File: src/rtl/nac_pkg.sv
package nac_pkg;
  localparam int unsigned CODE_W = 3;

  localparam logic [CODE_W-1:0] MC_LOAD = 3'b000;
  localparam logic [CODE_W-1:0] MC_AND  = 3'b001;
  localparam logic [CODE_W-1:0] MC_OR   = 3'b010;
  localparam logic [CODE_W-1:0] MC_XOR  = 3'b011;

  localparam logic [CODE_W-1:0] BC_ACTIVE   = 3'b100;
  localparam logic [CODE_W-1:0] BC_INACTIVE = 3'b101;
  localparam logic [CODE_W-1:0] BC_ALL      = 3'b111;

  typedef enum logic [2:0] {
    OP_HOLD,
    OP_LOAD,
    OP_AND,
    OP_OR,
    OP_XOR
  } mask_op_e;

  typedef enum logic [1:0] {
    TGT_NONE,
    TGT_ACTIVE,
    TGT_INACTIVE,
    TGT_ALL
  } bcast_tgt_e;

  function automatic int unsigned node_bit_index(int unsigned x, int unsigned y,
                                                 int unsigned dim, int unsigned width);
    return (x * dim + y) % width;
  endfunction

  function automatic mask_op_e decode_mask(logic [CODE_W-1:0] code);
    case (code)
      MC_LOAD: return OP_LOAD;
      MC_AND:  return OP_AND;
      MC_OR:   return OP_OR;
      MC_XOR:  return OP_XOR;
      default: return OP_HOLD;
    endcase
  endfunction

  function automatic bcast_tgt_e decode_bcast(logic [CODE_W-1:0] code);
    case (code)
      BC_ACTIVE:   return TGT_ACTIVE;
      BC_INACTIVE: return TGT_INACTIVE;
      BC_ALL:      return TGT_ALL;
      default:     return TGT_NONE;
    endcase
  endfunction
endpackage

File: src/rtl/nac_rst_sync.sv
module nac_rst_sync #(
  parameter int unsigned STAGES = 2
) (
  input  logic clk,
  input  logic rst_n_i,
  output logic rst_n_o
);
  logic [STAGES-1:0] sync_q;

  always_ff @(posedge clk or negedge rst_n_i) begin
    if (!rst_n_i) begin
      sync_q <= '0;
    end else begin
      sync_q <= {sync_q[STAGES-2:0], 1'b1};
    end
  end

  assign rst_n_o = sync_q[STAGES-1];
endmodule

File: src/rtl/nac_mask_pick.sv
module nac_mask_pick #(
  parameter int unsigned MAP_W    = 32,
  parameter int unsigned NODE_X   = 0,
  parameter int unsigned NODE_Y   = 0,
  parameter int unsigned GRID_DIM = 16
) (
  input  logic [MAP_W-1:0] map_i,
  output logic             bit_o
);
  import nac_pkg::*;
  localparam int unsigned IDX = node_bit_index(NODE_X, NODE_Y, GRID_DIM, MAP_W);

  generate
    if (MAP_W == 1) begin : g_single
      assign bit_o = map_i[0];
    end else begin : g_multi
      assign bit_o = map_i[IDX];
    end
  endgenerate
endmodule

File: src/rtl/nac_flag_unit.sv
module nac_flag_unit (
  input  logic                   clk,
  input  logic                   rst_n,
  input  logic                   upd_en,
  input  logic [nac_pkg::CODE_W-1:0] code_i,
  input  logic                   mask_bit,
  output logic                   flag_o
);
  import nac_pkg::*;

  mask_op_e op;
  logic     flag_q;
  logic     flag_d;
  logic     flag_en;

  always_comb begin
    op      = decode_mask(code_i);
    flag_en = upd_en && (op != OP_HOLD);
    case (op)
      OP_LOAD: flag_d = mask_bit;
      OP_AND:  flag_d = mask_bit & flag_q;
      OP_OR:   flag_d = mask_bit | flag_q;
      OP_XOR:  flag_d = mask_bit ^ flag_q;
      default: flag_d = flag_q;
    endcase
  end

  always_ff @(posedge clk or negedge rst_n) begin
    if (!rst_n) begin
      flag_q <= 1'b0;
    end else if (flag_en) begin
      flag_q <= flag_d;
    end
  end

  assign flag_o = flag_q;
endmodule

File: src/rtl/nac_bcast_filter.sv
module nac_bcast_filter #(
  parameter int unsigned WORD_W = 32
) (
  input  logic                   clk,
  input  logic                   rst_n,
  input  logic                   bcast_vld,
  input  logic                   mask_busy,
  input  logic [nac_pkg::CODE_W-1:0] code_i,
  input  logic [WORD_W-1:0]      word_i,
  input  logic                   flag_i,
  output logic                   fwd_vld_o,
  output logic [WORD_W-1:0]      fwd_word_o
);
  import nac_pkg::*;

  bcast_tgt_e  tgt;
  logic        match;
  logic        take;
  logic        vld_q;
  logic [WORD_W-1:0] word_q;

  always_comb begin
    tgt = decode_bcast(code_i);
    case (tgt)
      TGT_ACTIVE:   match = flag_i;
      TGT_INACTIVE: match = !flag_i;
      TGT_ALL:      match = 1'b1;
      default:      match = 1'b0;
    endcase
    take = bcast_vld && !mask_busy && match;
  end

  always_ff @(posedge clk or negedge rst_n) begin
    if (!rst_n) begin
      vld_q <= 1'b0;
    end else begin
      vld_q <= take;
    end
  end

  always_ff @(posedge clk or negedge rst_n) begin
    if (!rst_n) begin
      word_q <= '0;
    end else if (take) begin
      word_q <= word_i;
    end
  end

  assign fwd_vld_o  = vld_q;
  assign fwd_word_o = word_q;
endmodule

File: src/rtl/node_activity_ctrl.sv
module node_activity_ctrl #(
  parameter int unsigned NODE_X   = 0,
  parameter int unsigned NODE_Y   = 0,
  parameter int unsigned GRID_DIM = 16,
  parameter int unsigned MAP_W    = 32,
  parameter int unsigned WORD_W   = 32
) (
  input  logic                        clk,
  input  logic                        rst_n,
  input  logic                        mask_vld,
  input  logic [MAP_W-1:0]            mask_map,
  input  logic [nac_pkg::CODE_W-1:0]  mask_code,
  input  logic                        bcast_vld,
  input  logic [WORD_W-1:0]           bcast_word,
  input  logic [nac_pkg::CODE_W-1:0]  bcast_code,
  output logic                        active_o,
  output logic                        fwd_vld_o,
  output logic [WORD_W-1:0]           fwd_word_o
);
  logic rst_sync_n;
  logic own_bit;
  logic flag;

  nac_rst_sync #(.STAGES(2)) u_rst (
    .clk     (clk),
    .rst_n_i (rst_n),
    .rst_n_o (rst_sync_n)
  );

  nac_mask_pick #(
    .MAP_W    (MAP_W),
    .NODE_X   (NODE_X),
    .NODE_Y   (NODE_Y),
    .GRID_DIM (GRID_DIM)
  ) u_pick (
    .map_i (mask_map),
    .bit_o (own_bit)
  );

  nac_flag_unit u_flag (
    .clk      (clk),
    .rst_n    (rst_sync_n),
    .upd_en   (mask_vld),
    .code_i   (mask_code),
    .mask_bit (own_bit),
    .flag_o   (flag)
  );

  nac_bcast_filter #(.WORD_W(WORD_W)) u_filt (
    .clk        (clk),
    .rst_n      (rst_sync_n),
    .bcast_vld  (bcast_vld),
    .mask_busy  (mask_vld),
    .code_i     (bcast_code),
    .word_i     (bcast_word),
    .flag_i     (flag),
    .fwd_vld_o  (fwd_vld_o),
    .fwd_word_o (fwd_word_o)
  );

  assign active_o = flag;
endmodule

File: config.mk
export PLATFORM = sky130hd
export DESIGN_NAME = node_activity_ctrl
export DESIGN_NICKNAME = d
export VERILOG_FILES = /design/src/rtl/nac_pkg.sv /design/src/rtl/nac_rst_sync.sv /design/src/rtl/nac_mask_pick.sv /design/src/rtl/nac_flag_unit.sv /design/src/rtl/nac_bcast_filter.sv /design/src/rtl/node_activity_ctrl.sv
export SDC_FILE = /design/constraint.sdc
export NUM_CORES = 1
export LEC_CHECK = 0
export BUFFER_PORTS_ARGS = -buffer_cell sky130_fd_sc_hd__buf_2
export CORE_UTILIZATION = 40
export CTS_CLUSTER_SIZE = 28
export DETAILED_ROUTE_END_ITERATION = 7
export GPL_ROUTABILITY_DRIVEN = 0
export PLACE_DENSITY = 0.66
export SLEW_MARGIN = 20
export SYNTH_ARGS = -nofsm -noshare
export SYNTH_HDL_FRONTEND = slang
export SYNTH_SLANG_ARGS = --single-unit
File: constraint.sdc
create_clock -name clk -period 1.35 [get_ports clk]
set_input_delay 0.27 -clock clk [delete_from_list [all_inputs] [get_ports clk]]
set_output_delay 0.27 -clock clk [all_outputs]
set_load 0.02 [all_outputs]
==> impl_metrics.yaml, run 1 <==
clock_network:
  clock_sink_count: 36
  cts_max_level: 2
  post_cts.repair.setup_buffers: 0
  cts-root-buf: "sky130_fd_sc_hd__clkbuf_8"
  numCtsBuffers: 5
  clock_path_buffers: 2
  tritoncts_clock_tree: "built"
  clk_latency_ns: 0.30
  clk_pin_slew_worst_paths_ns: 0.08
sta:
  maxSlewViolCount: 0
  final.min_clock_period_ns: 1.51
  clock.fmax_mhz: 663
  fin_crit_sh_pct: 112
  hold_viol_final: 0
  fin_worst_skew_ns: 0.00913
  rsz0062_at_grt: "true"
  tns_ns: -2.16
  timing.final.setup_violations: 34
  post-route-worst-setup-slack_ns: -0.159
placed_design:
  detailedPlacementHpwl_mm: 5.05
  dp.cells: 469
  io_buffers: 76
synthesis:
  synth-edff-count: 0
  synth_seq_cells: 36
  synth_cells: 319
  mappedNetlistNets: 395
  synth_cell_type_count: 23
  synthFlopType: "sky130_fd_sc_hd__dfrtp_1"
  synth-warning-count: 0
  synth_compound_area_share_pct: 15.4
  synth-seq-area-share_pct: 28.8
  synth_async_sr_flop_share_pct: 100
  synthDominantAreaCellType: "sky130_fd_sc_hd__dfrtp_1"
  synth_adder_area_share_pct: 0.800
  dominant_cell_by_count_in_the_synthesized_netlist: "sky130_fd_sc_hd__dfrtp_1"
  synth.mux.area_fraction_pct: 1.08
  synthXorXnorAreaFrac_pct: 0.280
  synth_top_family_by_area: "simple AND/OR/NAND/NOR gates"
  avgSynthCellArea_um2: 9.80
  netlist_top_cells_count: "sky130_fd_sc_hd__dfrtp_1 (36), sky130_fd_sc_hd__nor2b_1 (33)"
  yosys.area_share.simple_pct: 44.5
  post-synth-top-area-fraction_pct: 28.8
  synth.cell_area_mm2: 0.00313
  post_synth_main_area_contributors: "sky130_fd_sc_hd__dfrtp_1 (29%), sky130_fd_sc_hd__a221oi_2 (15%), sky130_fd_sc_hd__and4b_1 (10%), sky130_fd_sc_hd__nor4bb_1 (8.3%), sky130_fd_sc_hd__nor2b_1 (6.6%)"
floorplanning:
  fp.coreArea_mm2: 0.00741
  chipHeight_um: 90.4
  fp.dieW_um: 90.4
  std_cell_rows: 31
  start_util_pct: 42.2
  io-pin-count: 108
  dieArea_mm2: 0.00817
critical_path:
  slowest_delay_ns: 0.45
  critical_path_arrival_ns: 1.69
  r2r_end: "u_flag.flag_o"
  crit_path_start_kind: "register"
  timing.critical_path.buf_inv: 1
  path_cells: "inv_4 > ha_4 > mux4_2 > mux2_4"
  cpLargestDelayFamily: "multiplexers"
  cp_slowest_cell: "sky130_fd_sc_hd__mux4_2"
  timing.setup.critical_path_class: "reg2reg"
  reg2reg_slack_ns: -0.16
  critical_path.reg2reg.startpoint: "u_flag.flag_o"
  worst_path_maximum_fanout: 4
  reg2regPathDepth: 4
  cp.required_ns: 1.53
  critical_path.endpoint_type: "register"
power_and_ir_drop:
  p_comb_share_pct: 46.8
  power.leakage_nw: 1.62
  total_power_mw: 4.56
  p_sw_share_pct: 38.4
  pwr_density_cell_mw_per_mm2: 1190
  power.net_switching_mw: 1.75
  power.share.clock_pct: 21.4
  seq_power_share_pct: 31.8
  cell_internal_pwr_mw: 2.81
  vdd.ir_drop.worst_uv: 627
worst_hold_path:
  min_path_cells: 3
  min_from: "bcast_word[5]"
  worstHoldEndpoint: "u_filt.fwd_word_o[5]"
  holdCritPathClass: "in2reg"
global_routing:
  antenna_found_initial: 0
  track_usage_pct: 19.4
  first_global_vias: 2628
  grt-ovfl-total: 0
  grt_start_max_net_pins: 42
  grt_pass1_wl_mm: 13.1
run:
  cap_violations: 0
cells_and_area:
  utilization_pct: 51.6
  layout-area-overhead-vs-synth_pct: 22.2
  instances_no_fill: 478
  layout-drive-gt1-share_pct: 40.6
  diodes: 0
  final_nets: 454
route:
  firstDrtPassIters: 4
  drt-initial-drc-count: 130
  postRouteWirelength_mm: 7.80
  route.detailed.wl_per_inst_um: 16.3
  route.antenna.remaining_nets: 0
  vias_per_cell: 6.05
  drt_drc_violations_left: 0
  dr_total_vias: 2893
run_status:
  failed_checks: "negative setup slack"
  run_status: "finished with violations"
what timing repair did:
action,in CTS,in global routing
pin swaps,1,12
hold buffers,1,0
endpoints found under the hold margin,2,0
endpoints found under the setup margin,34,34
cloned,0,0
gates resized for setup,4,6
per-stage QoR:
step / hold slack, ns / cell area, um^2 / worst slack (ns)
floorplan: -0.0256 / 3160 / -0.456
CTS: 0.243 / 3780 / -0.169
finish: 0.247 / 3820 / -0.159
detailed placement: 0.0595 / 3650 / -0.173
global placement: 0.0554 / 3650 / -0.152
global route: 0.246 / 3820 / -0.202
how the worst max path moves through the flow:
| stage | start | end | slack [ns] | depth (start not counted) |
|---|---|---|---|---|
| 2_1_floorplan | u_flag.flag_o | u_flag.flag_o | -0.46 | 6 |
| 3_3_place_gp | mask_map[0] | u_flag.flag_o | -0.15 | 5 |
| 3_5_place_dp | mask_map[0] | u_flag.flag_o | -0.17 | 5 |
| 4_1_cts | u_flag.flag_o | u_flag.flag_o | -0.17 | 4 |
| 5_1_grt | u_flag.flag_o | active_o | -0.20 | 3 |
| 6_report | u_flag.flag_o | u_flag.flag_o | -0.16 | 4 |
power groups by stage:
stage	registers [mW]	clock network, mW	logic, mW
2_1_floorplan	1.69	0	1.31
3_3_place_gp	1.45	0	2.04
3_5_place_dp	1.47	0	2.10
4_1_cts	1.44	1.01	2.14
5_1_grt	1.49	1.05	2.32
6_report	1.45	0.975	2.14
logic make-up (layout without fill, tap and decap cells):
group | count (synthesis) | count (layout)
and+or+nand+nor | 197 | 197
buffers and inverters | 48 | 108
DFF | 36 | 36
AOI/OAI and AO/OA | 32 | 32
adders and majority gates | 2 | 2
muxes | 2 | 2
other | 1 | 1
xor gates and xnor gates | 1 | 1
worst min-delay path, delay by kind of cell:
family,cells,cell delay [ns]
buffers and inverters,1,0.08
AND/OR/NAND/NOR,2,0.16
flip-flops by register name, summed over array words and instances, names as in the netlist:
name	flops
u_filt.fwd_word_o	32
u_rst.sync_q	2
u_filt.fwd_vld_o	1
u_flag.flag_o	1
placed cells by master, fill, tap and decap left out, types with 5 or more instances in the layout:
master | netlist | routed
sky130_fd_sc_hd__nand3_1 | 32 | 32
sky130_fd_sc_hd__nand2_1 | 32 | 32
sky130_fd_sc_hd__nor4bb_2 | 6 | 12
sky130_fd_sc_hd__nand4_1 | 32 | 32
sky130_fd_sc_hd__clkbuf_8 | 0 | 5
sky130_fd_sc_hd__buf_4 | 6 | 11
sky130_fd_sc_hd__dfrtp_1 | 36 | 35
sky130_fd_sc_hd__buf_12 | 0 | 9
sky130_fd_sc_hd__and4b_1 | 32 | 32
sky130_fd_sc_hd__a221oi_2 | 32 | 32
sky130_fd_sc_hd__nor2b_1 | 33 | 33
sky130_fd_sc_hd__buf_2 | 16 | 74
sky130_fd_sc_hd__nor4bb_1 | 26 | 20
per-layer routing:
metal / wire [um] / vias up / track usage, %
li1: - / 1377 / -
met1: 3620 / 1424 / 27.4
met2: 3690 / 83 / 30.0
met3: 401 / 9 / 3.87
met4: 87 / 0 / 4.97
met5: 0 / - / 0
cell type report:
type / count / area (um^2)
clock buffer: 6 / 72.6
inverter: 3 / 13.8
timing repair buffer: 97 / 669
tap: 99 / 124
fill: 662 / 3590
multi-input combinational: 235 / 2010
sequential: 36 / 902
clock inverter: 2 / 35.0
Power figures use the tool's default switching activity.
==> run 2: changes to the inputs <==
==> constraint.sdc (replaced) <==
create_clock -name clk -period 1.8 [get_ports clk]
set_input_delay 0.36 -clock clk [delete_from_list [all_inputs] [get_ports clk]]
set_output_delay 0.36 -clock clk [all_outputs]
set_load 0.02 [all_outputs]
==> impl_metrics.yaml, run 2 (synthesized netlist as in run 1, its figures left out) <==
clock_network:
  clock_sink_count: 36
  cts-resized-gates: 0
  clock_path_buffers: 2
  clk_pin_slew_worst_paths_ns: 0.09
  numCtsBuffers: 5
  cts_max_level: 2
  cts-root-buf: "sky130_fd_sc_hd__clkbuf_8"
  clk_latency_ns: 0.30
  tritoncts_clock_tree: "built"
route:
  vias_per_cell: 5.99
  dr_total_vias: 2814
  drt_drc_violations_left: 0
  route.detailed.wl_per_inst_um: 16.0
  postRouteWirelength_mm: 7.52
  drt-initial-drc-count: 230
  firstDrtPassIters: 4
  route.antenna.remaining_nets: 0
global_routing:
  grt-ovfl-total: 0
  first_global_vias: 2579
  antenna_found_initial: 0
  grt_pass1_wl_mm: 12.4
  grt_start_max_net_pins: 65
  track_usage_pct: 18.2
critical_path:
  critical_path.reg2reg.startpoint: "u_flag.flag_o"
  critical_path_arrival_ns: 1.71
  timing.setup.critical_path_class: "reg2reg"
  worst_path_maximum_fanout: 4
  cp.required_ns: 1.97
  cp-startpoint: "u_flag.flag_o"
  critical_path.endpoint_type: "register"
  crit_path_start_kind: "register"
cells_and_area:
  final_nets: 446
  layout.cells.most_common: "sky130_fd_sc_hd__buf_2"
  utilization_pct: 49.6
  layout-drive-gt1-share_pct: 38.0
  diodes: 0
  final_cell_mix: "sky130_fd_sc_hd__buf_2 (75), sky130_fd_sc_hd__dfrtp_1 (35), sky130_fd_sc_hd__nor2b_1 (33)"
  n_fill_cell: 679
  post-route-cell-area_mm2: 0.00368
  layout-area-overhead-vs-synth_pct: 17.6
  largest_reg_flops: 32
run:
  cap_violations: 0
sta:
  fin_worst_skew_ns: 0.0119
  clock.fmax_mhz: 650
  rsz0062_at_grt: "false"
  final.min_clock_period_ns: 1.54
  hold_slack_ns: 0.288
  fin_crit_sh_pct: 85.4
  hold_viol_final: 0
  timing.final.setup_violations: 0
  maxSlewViolCount: 0
floorplanning:
  std_cell_rows: 31
  start_util_pct: 42.2
  io-pin-count: 108
  fp.dieW_um: 90.4
  chipHeight_um: 90.4
  fp.coreArea_mm2: 0.00741
  dieArea_mm2: 0.00817
placed_design:
  io_buffers: 76
  dpl_cell_area_mm2: 0.00356
  detailedPlacementHpwl_mm: 4.59
power_and_ir_drop:
  vdd.ir_drop.worst_uv: 523
  pwr_density_cell_mw_per_mm2: 912
  power.leakage_nw: 1.55
run_status:
  run_status: "completed"
worst_hold_path:
  holdCritPathClass: "reg2async"
-- run 2: changes by cell type in the layout (fill, tap and decap cells not counted) --
cell and delta:
sky130_fd_sc_hd__buf_6 -1, sky130_fd_sc_hd__buf_4 -4, sky130_fd_sc_hd__nor4bb_1 +6, sky130_fd_sc_hd__buf_2 +1
sky130_fd_sc_hd__buf_8 -1, sky130_fd_sc_hd__nor4bb_2 -6, sky130_fd_sc_hd__clkinvlp_4 +1, sky130_fd_sc_hd__buf_12 -3
sky130_fd_sc_hd__clkbuf_1 -1
-- run 2: where the power goes --
group          switching (mW)  internal (mW)
clock network           0.324          0.410
logic                   0.848          0.681
registers               0.134          0.954
total                    1.31           2.05
-- run 2: worst paths after layout --
kind | to | slack, ns | cells after the start
worst max-delay path | u_flag.flag_o | 0.26 | 4
worst min-delay path | u_filt.fwd_word_o[15] | 0.29 | 1
worst max register to register | u_flag.flag_o | 0.26 | 4
worst min register to register | u_filt.fwd_word_o[15] | 0.29 | 1
max in group asynchronous | u_flag.flag_o | 1.15 | 1
min in group clk | u_filt.fwd_word_o[9] | 0.34 | 3
-- run 2: final cells by class --
cell class,count,area [um^2],share of cell area (%)
multi-input combinational,235,1970,53.5
sequential,36,902,24.5
timing repair buffer,89,558,15.2
tap,99,124,3.37
clock buffer,5,68.8,1.87
clock inverter,3,42.5,1.16
inverter,3,13.8,0.374
-- run 2: worst max-delay path: stages (launching register included) --
cell                      delay, ns
sky130_fd_sc_hd__dfrtp_2       0.46
sky130_fd_sc_hd__inv_4         0.07
sky130_fd_sc_hd__ha_4          0.18
sky130_fd_sc_hd__mux4_2        0.45
sky130_fd_sc_hd__mux2_4        0.26
-- run 2: stage by stage --
step           power [mW]  setup WS [ns]  TNS (ns)  std cells
2_1_floorplan        2.25       -0.00553  -0.00553        319
3_3_place_gp         2.60          0.210         0        461
3_5_place_dp         2.64          0.181         0        461
4_1_cts              3.39          0.255         0        470
5_1_grt              3.56          0.214         0        470
6_report             3.35          0.263         0        470
-- run 2: metal layers --
metal / vias to the layer above / GRT usage, % / share of wire [%]
met5: - / 0 / 0
met3: 5 / 3.03 / 5.2
li1: 1363 / - / -
met4: 0 / 4.57 / 0.61
met1: 1356 / 24.4 / 47
met2: 90 / 30.5 / 47
-- run 2: repair_timing --
item / 4_1_cts / 5_1_grt
endpoints found under the setup margin: 0 / 0
setup buffers: 0 / 0
hold buffers: 1 / 0
hold endpoints to repair: 2 / 0
